===== src/rtl/qrs_pkg.sv =====
package qrs_pkg;
  typedef enum logic {
    PAT_QRS  = 1'b0,
    PAT_USER = 1'b1
  } pat_sel_e;
endpackage


===== src/rtl/qrs_lfsr.sv =====
module qrs_lfsr #(
  parameter int unsigned W    = 20,
  parameter int unsigned TAP  = 17,
  parameter int unsigned ZRUN = 14
) (
  input  logic         clk_i,
  input  logic         rst_ni,
  input  logic         step_i,
  output logic [W-1:0] state_o,
  output logic         bit_o,
  output logic         start_o
);
  localparam logic [W-1:0] SEED = '1;

  logic [W-1:0] sr_q;

  always_ff @(posedge clk_i or negedge rst_ni) begin
    if (!rst_ni)     sr_q <= SEED;
    else if (step_i) sr_q <= {sr_q[W-2:0], sr_q[TAP-1] ^ sr_q[W-1]};
  end

  // look-ahead spans the ZRUN stages feeding the output stage
  generate
    if (ZRUN > 0) begin : g_sup
      logic run_zero;
      assign run_zero = (sr_q[W-2 -: ZRUN] == '0);
      assign bit_o    = sr_q[W-1] | run_zero;
    end else begin : g_raw
      assign bit_o = sr_q[W-1];
    end
  endgenerate

  assign start_o = (sr_q == SEED);
  assign state_o = sr_q;
endmodule


===== src/rtl/qrs_ucode.sv =====
module qrs_ucode #(
  parameter int unsigned CW = 32,
  parameter int unsigned LW = $clog2(CW + 1)
) (
  input  logic          clk_i,
  input  logic          rst_ni,
  input  logic          step_i,
  input  logic [CW-1:0] code_i,
  input  logic [LW-1:0] len_i,
  output logic [LW-1:0] pos_o,
  output logic [LW-1:0] len_eff_o,
  output logic          bit_o,
  output logic          start_o
);
  localparam int unsigned IW  = $clog2(CW);
  localparam logic [LW-1:0] ONE = LW'(1);
  localparam logic [LW-1:0] MAX = LW'(CW);

  logic [LW-1:0] pos_q, len_eff, idx;

  always_comb begin
    if (len_i == '0)      len_eff = ONE;
    else if (len_i > MAX) len_eff = MAX;
    else                  len_eff = len_i;
  end

  // stale position after a length cut selects bit 0
  assign idx = (pos_q >= len_eff) ? '0 : (len_eff - pos_q - ONE);

  always_ff @(posedge clk_i or negedge rst_ni) begin
    if (!rst_ni)     pos_q <= '0;
    else if (step_i) pos_q <= (pos_q >= len_eff - ONE) ? '0 : pos_q + ONE;
  end

  assign bit_o     = code_i[idx[IW-1:0]];
  assign start_o   = (pos_q == '0);
  assign pos_o     = pos_q;
  assign len_eff_o = len_eff;
endmodule


===== src/rtl/qrs_gen.sv =====
module qrs_gen
  import qrs_pkg::*;
#(
  parameter int unsigned W      = 20,
  parameter int unsigned TAP    = 17,
  parameter int unsigned ZRUN   = 14,
  parameter int unsigned CODE_W = 32,
  parameter int unsigned LEN_W  = $clog2(CODE_W + 1)
) (
  input  logic              clk_i,
  input  logic              rst_ni,
  input  logic              en_i,
  input  logic              sel_i,
  input  logic [CODE_W-1:0] code_i,
  input  logic [LEN_W-1:0]  len_i,
  output logic              data_o,
  output logic              start_o
);
  pat_sel_e sel;
  logic lf_step, uc_step;
  logic lf_bit, lf_start, uc_bit, uc_start;
  logic [W-1:0]     lfsr_state;
  logic [LEN_W-1:0] uc_pos, uc_len;

  assign sel     = pat_sel_e'(sel_i);
  assign lf_step = en_i && (sel == PAT_QRS);
  assign uc_step = en_i && (sel == PAT_USER);

  qrs_lfsr #(.W(W), .TAP(TAP), .ZRUN(ZRUN)) u_lfsr (
    .clk_i   (clk_i),
    .rst_ni  (rst_ni),
    .step_i  (lf_step),
    .state_o (lfsr_state),
    .bit_o   (lf_bit),
    .start_o (lf_start)
  );

  qrs_ucode #(.CW(CODE_W), .LW(LEN_W)) u_ucode (
    .clk_i     (clk_i),
    .rst_ni    (rst_ni),
    .step_i    (uc_step),
    .code_i    (code_i),
    .len_i     (len_i),
    .pos_o     (uc_pos),
    .len_eff_o (uc_len),
    .bit_o     (uc_bit),
    .start_o   (uc_start)
  );

  always_comb begin
    if (sel == PAT_USER) begin
      data_o  = uc_bit;
      start_o = uc_start;
    end else begin
      data_o  = lf_bit;
      start_o = lf_start;
    end
  end
endmodule


===== config.mk =====
export PLATFORM = sky130hd
export DESIGN_NAME = qrs_gen
export DESIGN_NICKNAME = d
export VERILOG_FILES = /design/src/rtl/qrs_pkg.sv /design/src/rtl/qrs_lfsr.sv /design/src/rtl/qrs_ucode.sv /design/src/rtl/qrs_gen.sv
export SDC_FILE = /design/constraint.sdc
export NUM_CORES = 1
export LEC_CHECK = 0
export ABC_AREA = 1
export BUFFER_PORTS_ARGS = -buffer_cell sky130_fd_sc_hd__clkbuf_2
export CORE_UTILIZATION = 35
export CTS_CLUSTER_SIZE = 40
export DETAILED_ROUTE_END_ITERATION = 7
export HOLD_SLACK_MARGIN = 0.1
export PLACE_DENSITY = 0.57
export SLEW_MARGIN = 40
export SYNTH_ARGS = -nofsm -noshare
export SYNTH_HDL_FRONTEND = slang
export SYNTH_SLANG_ARGS = --single-unit

===== constraint.sdc =====
create_clock -name clk_i -period 3.75 [get_ports clk_i]
set_input_delay 0 -clock clk_i [delete_from_list [all_inputs] [get_ports clk_i]]
set_output_delay 0 -clock clk_i [all_outputs]
set_load 0.05 [all_outputs]

* Yosys cells after proc, flatten, opt, wreduce, memory -nomap -nowiden
Cells that the tools add are included.
** Operators by class
- $add $sub $neg :: 4
- Multipliers :: 0
- Div/mod/pow operators :: 0
- Magnitude comparators :: 4
- Equal/unequal tests :: 1
- Shifts and indexed selects :: 0
- Mux-type cells :: 8
- Bitwise gates (word level) :: 3
- Reduce and logical (&&, ||, !) cells :: 5
** Operators by type and width (number)
- == test 20 bit (second input constant) :: 1
- 2-to-1 mux 6 bit :: 3
- logical NOT 14 bit :: 1
- greater-or-equal comparator 6 bit :: 2
- logical NOT 6 bit :: 2
- adder 6 x 1 -> 6 bit (second input constant) :: 1
- > comparator 6 bit (second input constant) :: 1
- less-than comparator 5 x 6 -> 1 bit (second input constant) :: 1
- subtractor 6 x 1 -> 6 bit (second input constant) :: 1
- binary-select mux 1 bit (select 5 bit) :: 1
- 2-to-1 mux 5 bit :: 1
- subtractor 5 x 1 -> 5 bit (second input constant) :: 1
- subtractor 5 bit :: 1
- 2-to-1 mux 1 bit :: 3
- logical AND 1 bit :: 2
- NOT 1 bit :: 1
- OR 1 bit :: 1
- bitwise XOR 1 bit :: 1
** Storage, ports and cells
- Register bits :: 26
- Bits in latches :: 0
- Bits in writable memories :: 0
- Memory bits (read-only) :: 0
- Input bits :: 42
- Memories kept :: 0

* Longest topological paths before layout
Gate-level depths: netlist of run 1.
- Depth in word-level cells :: 9
- Mapped depth :: 19

* Modules after synthesis
A second synthesis of run 1 with hierarchy kept.
** Second synthesis, totals
- Cells, all modules :: 347
- Area total of the unflattened synthesis :: 2293.4 sq um
** Modules (own cells, without submodules)
- qrs_ucode :: instances 1, cells an instance 228, area each 1335.0 sq um, sequential area each 150.1 sq um
- qrs_lfsr :: instances 1, cells an instance 108, area each 917.1 sq um, sequential area each 525.5 sq um
- qrs_gen :: instances 1, cells an instance 11, area each 41.3 sq um, sequential area each 0.0 sq um

* Worst setup path before layout of run 1
OpenSTA, ideal clock, no wires.
- Kind :: register to output
- Start point :: register u_ucode.pos_q[0], in the netlist u_ucode.pos_o[0]
- End point :: output port data_o
- Arrival :: 2226 ps
- Setup slack :: 1524 ps
- Cell stages (with the launch flop) :: 16
- Path buffers :: 1
- Path through :: dfrtp_1 > inv_1 > ha_1 > fa_1 > nand2_1 > nand3_2 > nand3_2 > buf_6 > nand2_1 > inv_1 > nand2_1 > nand3_1 > nand3_1 > nand3_1 > nand3_1 > nand2_1
** On the way
- Longest elaborated chain between the ends :: 6
- Elaborated cells on any way between the ends :: 7
- Classes of those cells :: add/sub: 2; order compare: 1; mux: 4
** Ends and longest elaborated chain
- start, declared :: RTL line qrs_ucode.sv:19 : logic [LW-1:0] pos_q, len_eff, idx;
- start signal, assigned :: RTL line qrs_ucode.sv:32 : else if (step_i) pos_q <= (pos_q >= len_eff - ONE) ? '0 : pos_q + ONE;
- subtractor 5 bit :: RTL line qrs_ucode.sv:28 : assign idx = (pos_q >= len_eff) ? '0 : (len_eff - pos_q - ONE);
- subtractor 5 x 1 -> 5 bit :: RTL line qrs_ucode.sv:28
- 2-to-1 mux 5 bit (*) :: RTL line qrs_ucode.sv:28
- binary-select mux 1 bit (select 5 bit) (*) :: RTL line qrs_ucode.sv:35 : assign bit_o = code_i[idx[IW-1:0]];
- 2-to-1 mux 1 bit (not written as such) (*) :: RTL line qrs_ucode.sv:35
- 2-to-1 mux 1 bit (*) :: RTL line qrs_gen.sv:51 : if (sel == PAT_USER) begin
- end, declared :: RTL line qrs_gen.sv:16 : output logic data_o,
Mark *: on every way between the ends. The rest lies on a longest branch, timed or not. The select of a mux whose other input is x is not followed.

* Worst setup path in the final report of run 1
Same ends and word-level chain as after synthesis.

==> results_dict.tcl, run 1 <==
set metrics [dict create \
    synth_warnings 0 \
    drc 0 \
    num_antenna_cells 0 \
    crit_path_frequent_cell "nand3_1" \
    cp.required_ns 3.75 \
    tightest_slew_ns 0.684 \
    fin_skew_ns 0.00242 \
    place_hpwl_microns 3800 \
    cts.clk_slew.worst_paths_ns 0.08 \
    min_path_type "in2reg" \
    ys_types 33 \
    post_cts_buffers 0 \
    hp-start "en_i" \
    row_count 28 \
    post-route-util_pct 42.2 \
    fp.dieArea_sq_mm 0.00670 \
    final-max-slew-violation-count 0 \
    grtUsageMet1_pct 21.4 \
    pre_cts_ws_ns 0.862 \
    cp_num_buf_inv 3 \
    cts_buffers 3 \
    critPathLaunchType "register" \
    drive_gt1_share_pct 23.7 \
    p_leak_nw 1.38 \
    antenna_found_initial 0 \
    syn_area_sq_mm 0.00223 \
    grt.total_usage_pct 15.2 \
    peakVddDrop_mv 0.322 \
    power.density_mw_per_mm2 637 \
    path_delay_family "simple AND/OR/NAND/NOR gates" \
    mostFrequentLayoutCell "inv_1" \
    via_per_inst 4.82 \
    synth_cells 315 \
    status "complete, no violations" \
    layout_min_cycle_time_ns 3.18 \
    met2_usage_pct 24.8 \
    crit_path_top_delay_cell "ha_1" \
    io_pins 44 \
    max_stage_delay_ns 0.75 \
    ant_nets 0 \
    rsz0062_at_grt "no" \
    first_global_vias 1875 \
    totalWireLength_microns 4850 \
    final-hold-violation-count 0 \
    setup_viol 0 \
    die_y_microns 81.9 \
    grt_max_degree 37 \
    fillCellCount 636 \
    startpoint "u_ucode.pos_o[0]" \
    path_class "reg2out" \
    clock-sinks 26 \
    ys_ff_latch 26 \
    clockBufferDepth 2 \
    core-area_sq_mm 0.00603 \
    drt_iter0_drc 78 \
    drt-pass1-iter-count 4 \
    syn2layout_area_growth_pct 13.9 \
    grt.busiest_layer "met2" \
    start_util_pct 37.0 \
    grt_pass1_wl_microns 8150 \
    worstPathMaxFanout 23 \
    numPortBuffers 43 \
    finalCritPeriodShare_pct 84.8 \
    syn_nets 375 \
    timing.fmax_mhz 314 \
    avgSynthCellArea_sq_um 7.09 \
    use_met3_pct 2.00 \
    cap_violations 0 \
    finalSetupTns_ns 0 \
    cts_tree "done" \
    die_width_microns 81.9 \
    layout_common_cells "inv_1, nand2_1, clkbuf_2" \
    vias 2068 \
    crit_arrival_ns 3.18 \
    worstPathCellList "inv_1 > ha_1 > nand2_1 > nand2_1 > nand3_2 > nand3_2 > inv_1 > nand3_1 > nand3_1 > nand3_1 > nand3_1 > nand3_1 > nand2_1 > clkbuf_2" \
    clk_latency_ns 0.26 \
    wl_per_cell_microns 11.3 \
    ys_seq_area_share_pct 30.3 \
    overflow 0 \
    slew_headroom_pct 54.4 \
    gp_congestion 0.797 \
    clock_tree.root_cell "clkbuf_8" \
    r2r_start "u_ucode.pos_o[0]" \
    fin_ws_ns 0.569 \
    nNetsFinal 415 \
    end_kind "primary output" \
    htreeDepth 1 \
]
Yosys cell counts, drive strengths merged:
cell type,count,area [sq um]
dfstp,20,526
o2111ai,1,8.76
nor4,5,31.3
or2,3,18.8
mux2,4,45.0
nor2,23,93.8
nand4,20,125
fa,1,20.0
nand3,38,210
dfrtp,6,150
xnor2,2,17.5
a21oi,7,46.3
a211oi,1,7.51
o32ai,1,8.76
nor3b,1,7.51
nand2,57,216
o21a,2,15.0
nor3,3,15.0
o21ai,18,90.1
inv,70,263
buf,6,45.0
xor2,5,43.8
clkbuf,3,11.3
conb,1,3.75
ha,17,213
cell type report:
class	instances	area (sq um)	area share [%]
clock buffers	4	45.0	1.77
inverters	70	263	10.3
multi-input cells	210	1240	48.8
flip-flops and latches	26	676	26.6
well taps	75	93.8	3.69
repair buffers	44	225	8.86
worst min-delay path: stages:
cell and delay (ns):
clkbuf_2 0.10, nand2_1 0.09, inv_1 0.15, o21ai_0 0.09
worst paths after layout:
path | to | slack (ns) | depth (start not counted)
worst max-delay path | data_o | 0.57 | 14
worst min register to register | u_lfsr.state_o[18] | 0.49 | 2
min in group asynchronous | u_ucode.pos_o[0] | 0.29 | 2
max in group asynchronous | u_ucode.pos_o[5] | 3.06 | 2
worst min-delay path | u_ucode.pos_o[0] | 0.20 | 4
worst max register to register | u_ucode.pos_o[2] | 1.77 | 8
where the power goes:
part	internal, mW	switching (mW)
combinational	0.353	0.631
clock	0.0758	0.0811
sequential	0.408	0.0704
total	0.837	0.782
metal layers:
metal  wire length, microns  up-vias
met4                      8        0
met5                      0        -
met2                   2070       47
met3                    262        2
met1                   2510      921
li1                       -     1098
sequential cells by signal (all words and copies together) (netlist names):
signal / count
u_ucode.pos_o: 6
u_lfsr.state_o: 20
kinds of logic (layout without fill, tap and decap cells):
group	count (synthesis)	count (layout)	share of synthesized area (%)
XOR/XNOR	7	7	2.75
flip-flops	26	26	30.3
AND/OR/NAND/NOR	150	150	32.2
AO/OA/AOI/OAI	30	30	7.90
other	1	1	0.168
multiplexers	4	4	2.02
buffers and inverters	79	118	14.3
adder cells (fa/ha/maj)	18	18	10.4
repair_timing:
action                    CTS  global route
gates resized for setup     0             0
hold endpoints to repair    6             0
hold buffers                1             0
metrics by stage:
step / instance area (sq um) / power (mW) / hold WS (ns) / instances
after floorplan: 2230 / 1.30 / -0.296 / 315
after global placement: 2480 / 1.46 / 0.0521 / 424
after detailed placement: 2490 / 1.47 / 0.0568 / 424
after CTS: 2540 / 1.63 / 0.190 / 429
after global routing: 2540 / 1.80 / 0.245 / 429
final: 2540 / 1.62 / 0.202 / 429
No activity file was read; power rests on OpenSTA's default activity.
==> run 2, diff against run 1 <==
- PLACE_DENSITY: 0.57 -> 0.59
- clock period: 3.75 -> 2.8 ns (I/O delays scaled with it)
==> results_dict.tcl, run 2 (synthesis gave the netlist of run 1 again) <==
set metrics [dict create \
    antenna_found_initial 0 \
    overflow 0 \
    syn2layout_area_growth_pct 21.4 \
    p_sw_mw 1.16 \
    slew_headroom_pct 58.2 \
    end_kind "primary output" \
    fp.dieArea_sq_mm 0.00670 \
    pwr-share-seq_pct 25.8 \
    first_global_vias 1916 \
    multi_input_comb_area_sq_mm 0.00130 \
    grt_pass1_wl_microns 8250 \
    row_count 28 \
    layout_common_cells "inv_1, nand2_1, clkbuf_2" \
    worstPathMaxFanout 8 \
    drt_iter0_drc 93 \
    drc 0 \
    wl_per_cell_microns 11.6 \
    finalCritPeriodShare_pct 93.3 \
    switching_share_pct 47.0 \
    power.density_mw_per_mm2 907 \
    power_mw 2.46 \
    critPathLaunchType "register" \
    start_util_pct 37.0 \
    status "complete, no violations" \
    grt_max_degree 37 \
    grt.total_usage_pct 15.4 \
    setup_viol 0 \
    drive_gt1_share_pct 27.9 \
    ant_nets 0 \
    gp_congestion 0.797 \
    finalSetupTns_ns 0 \
    core-area_sq_mm 0.00603 \
    place_hpwl_microns 3860 \
    final-hold-violation-count 0 \
    p_comb_share_pct 63.0 \
    cts.clk_slew.worst_paths_ns 0.09 \
    numPortBuffers 43 \
    p_leak_nw 1.45 \
    num_antenna_cells 0 \
    final-max-slew-violation-count 0 \
    largest_register_ffs 20 \
    post-route-util_pct 45.0 \
    vias 2134 \
    layout_min_cycle_time_ns 2.61 \
    min_path_type "in2reg" \
    clock-sinks 26 \
    fin_skew_ns 0.00545 \
    cts_buffers 3 \
    cts_tree "done" \
    peakVddDrop_mv 0.446 \
    clockPowerShare_pct 11.2 \
    via_per_inst 4.84 \
    nNetsFinal 427 \
    fillCellCount 609 \
    drt-pass1-iter-count 4 \
    die_y_microns 81.9 \
    timing.fmax_mhz 383 \
    tightest_slew_ns 0.627 \
    die_width_microns 81.9 \
    mostFrequentLayoutCell "inv_1" \
    io_pins 44 \
    clockBufferDepth 2 \
    htreeDepth 1 \
    totalWireLength_microns 5130 \
    crit_arrival_ns 2.61 \
    cap_violations 0 \
    power.internal_mw 1.30 \
    rsz0062_at_grt "no" \
    clock_tree.root_cell "clkbuf_8" \
    path_class "reg2out" \
    cp.required_ns 2.80 \
    clk_latency_ns 0.27 \
    area.sequential_sq_um 676 \
]
[run 2: worst paths after layout]
check                           depth (start not counted)          startpoint  slack, ns                 end
max in group asynchronous                               2              rst_ni       2.12    u_ucode.pos_o[4]
worst max register to register                          9    u_ucode.pos_o[0]       1.05    u_ucode.pos_o[2]
worst min register to register                          2  u_lfsr.state_o[18]       0.49  u_lfsr.state_o[18]
min in group asynchronous                               2              rst_ni       0.28    u_ucode.pos_o[5]
worst min-delay path                                    4                en_i       0.19    u_ucode.pos_o[0]
worst max-delay path                                   14    u_ucode.pos_o[0]       0.19              data_o
[run 2: per-layer routing]
metal / global-route usage, % / routed length (microns) / vias up
li1: - / - / 1124
met1: 20.9 / 2490 / 945
met2: 25.6 / 2370 / 61
met3: 1.67 / 241 / 4
met4: 4.21 / 29 / 0
met5: 0 / 0 / -
[run 2: timing repair]
item | in CTS | in global routing
hold endpoints to repair | 6 | 0
setup endpoints to repair | 1 | 1
cloned | 0 | 2
hold buffers | 1 | 0
setup buffers | 0 | 7
pin swaps | 0 | 4
gates resized for setup | 2 | 11
[run 2: cell type report]
type	instances	area share, %
repair buffers	54	11.5
flip-flops and latches	26	24.9
well taps	75	3.46
clock buffers	4	2.45
inverters	70	9.70
multi-input cells	212	48.0
[run 2: power groups by stage]
stage          registers, mW  clock network, mW  logic (mW)
2_1_floorplan          0.615                  0        1.12
3_3_place_gp           0.642                  0        1.34
3_5_place_dp           0.644                  0        1.35
4_1_cts                0.637              0.286        1.38
5_1_grt                0.648              0.299        1.74
6_report               0.633              0.275        1.55
[run 2: metrics by stage]
step / worst slack [ns] / hold WS [ns] / std cells / cell area [sq um]
2_1_floorplan: 0.574 / -0.296 / 315 / 2230
3_3_place_gp: 0.337 / 0.0463 / 427 / 2510
3_5_place_dp: 0.265 / 0.0579 / 427 / 2510
4_1_cts: 0.0248 / 0.179 / 432 / 2600
5_1_grt: 0.00887 / 0.223 / 441 / 2710
6_report: 0.187 / 0.186 / 441 / 2710
[run 2: worst max-delay path, cell delays in order, from the launching register on]
cell	delay, ns
dfrtp_1	0.36
inv_1	0.11
ha_1	0.25
fa_2	0.37
nand2_2	0.11
nand3_4	0.15
buf_4	0.19
nand3_2	0.11
nand3_1	0.11
nand3_1	0.08
nand3_1	0.09
nand3_1	0.09
nand3_1	0.07
nand2_1	0.09
buf_6	0.16
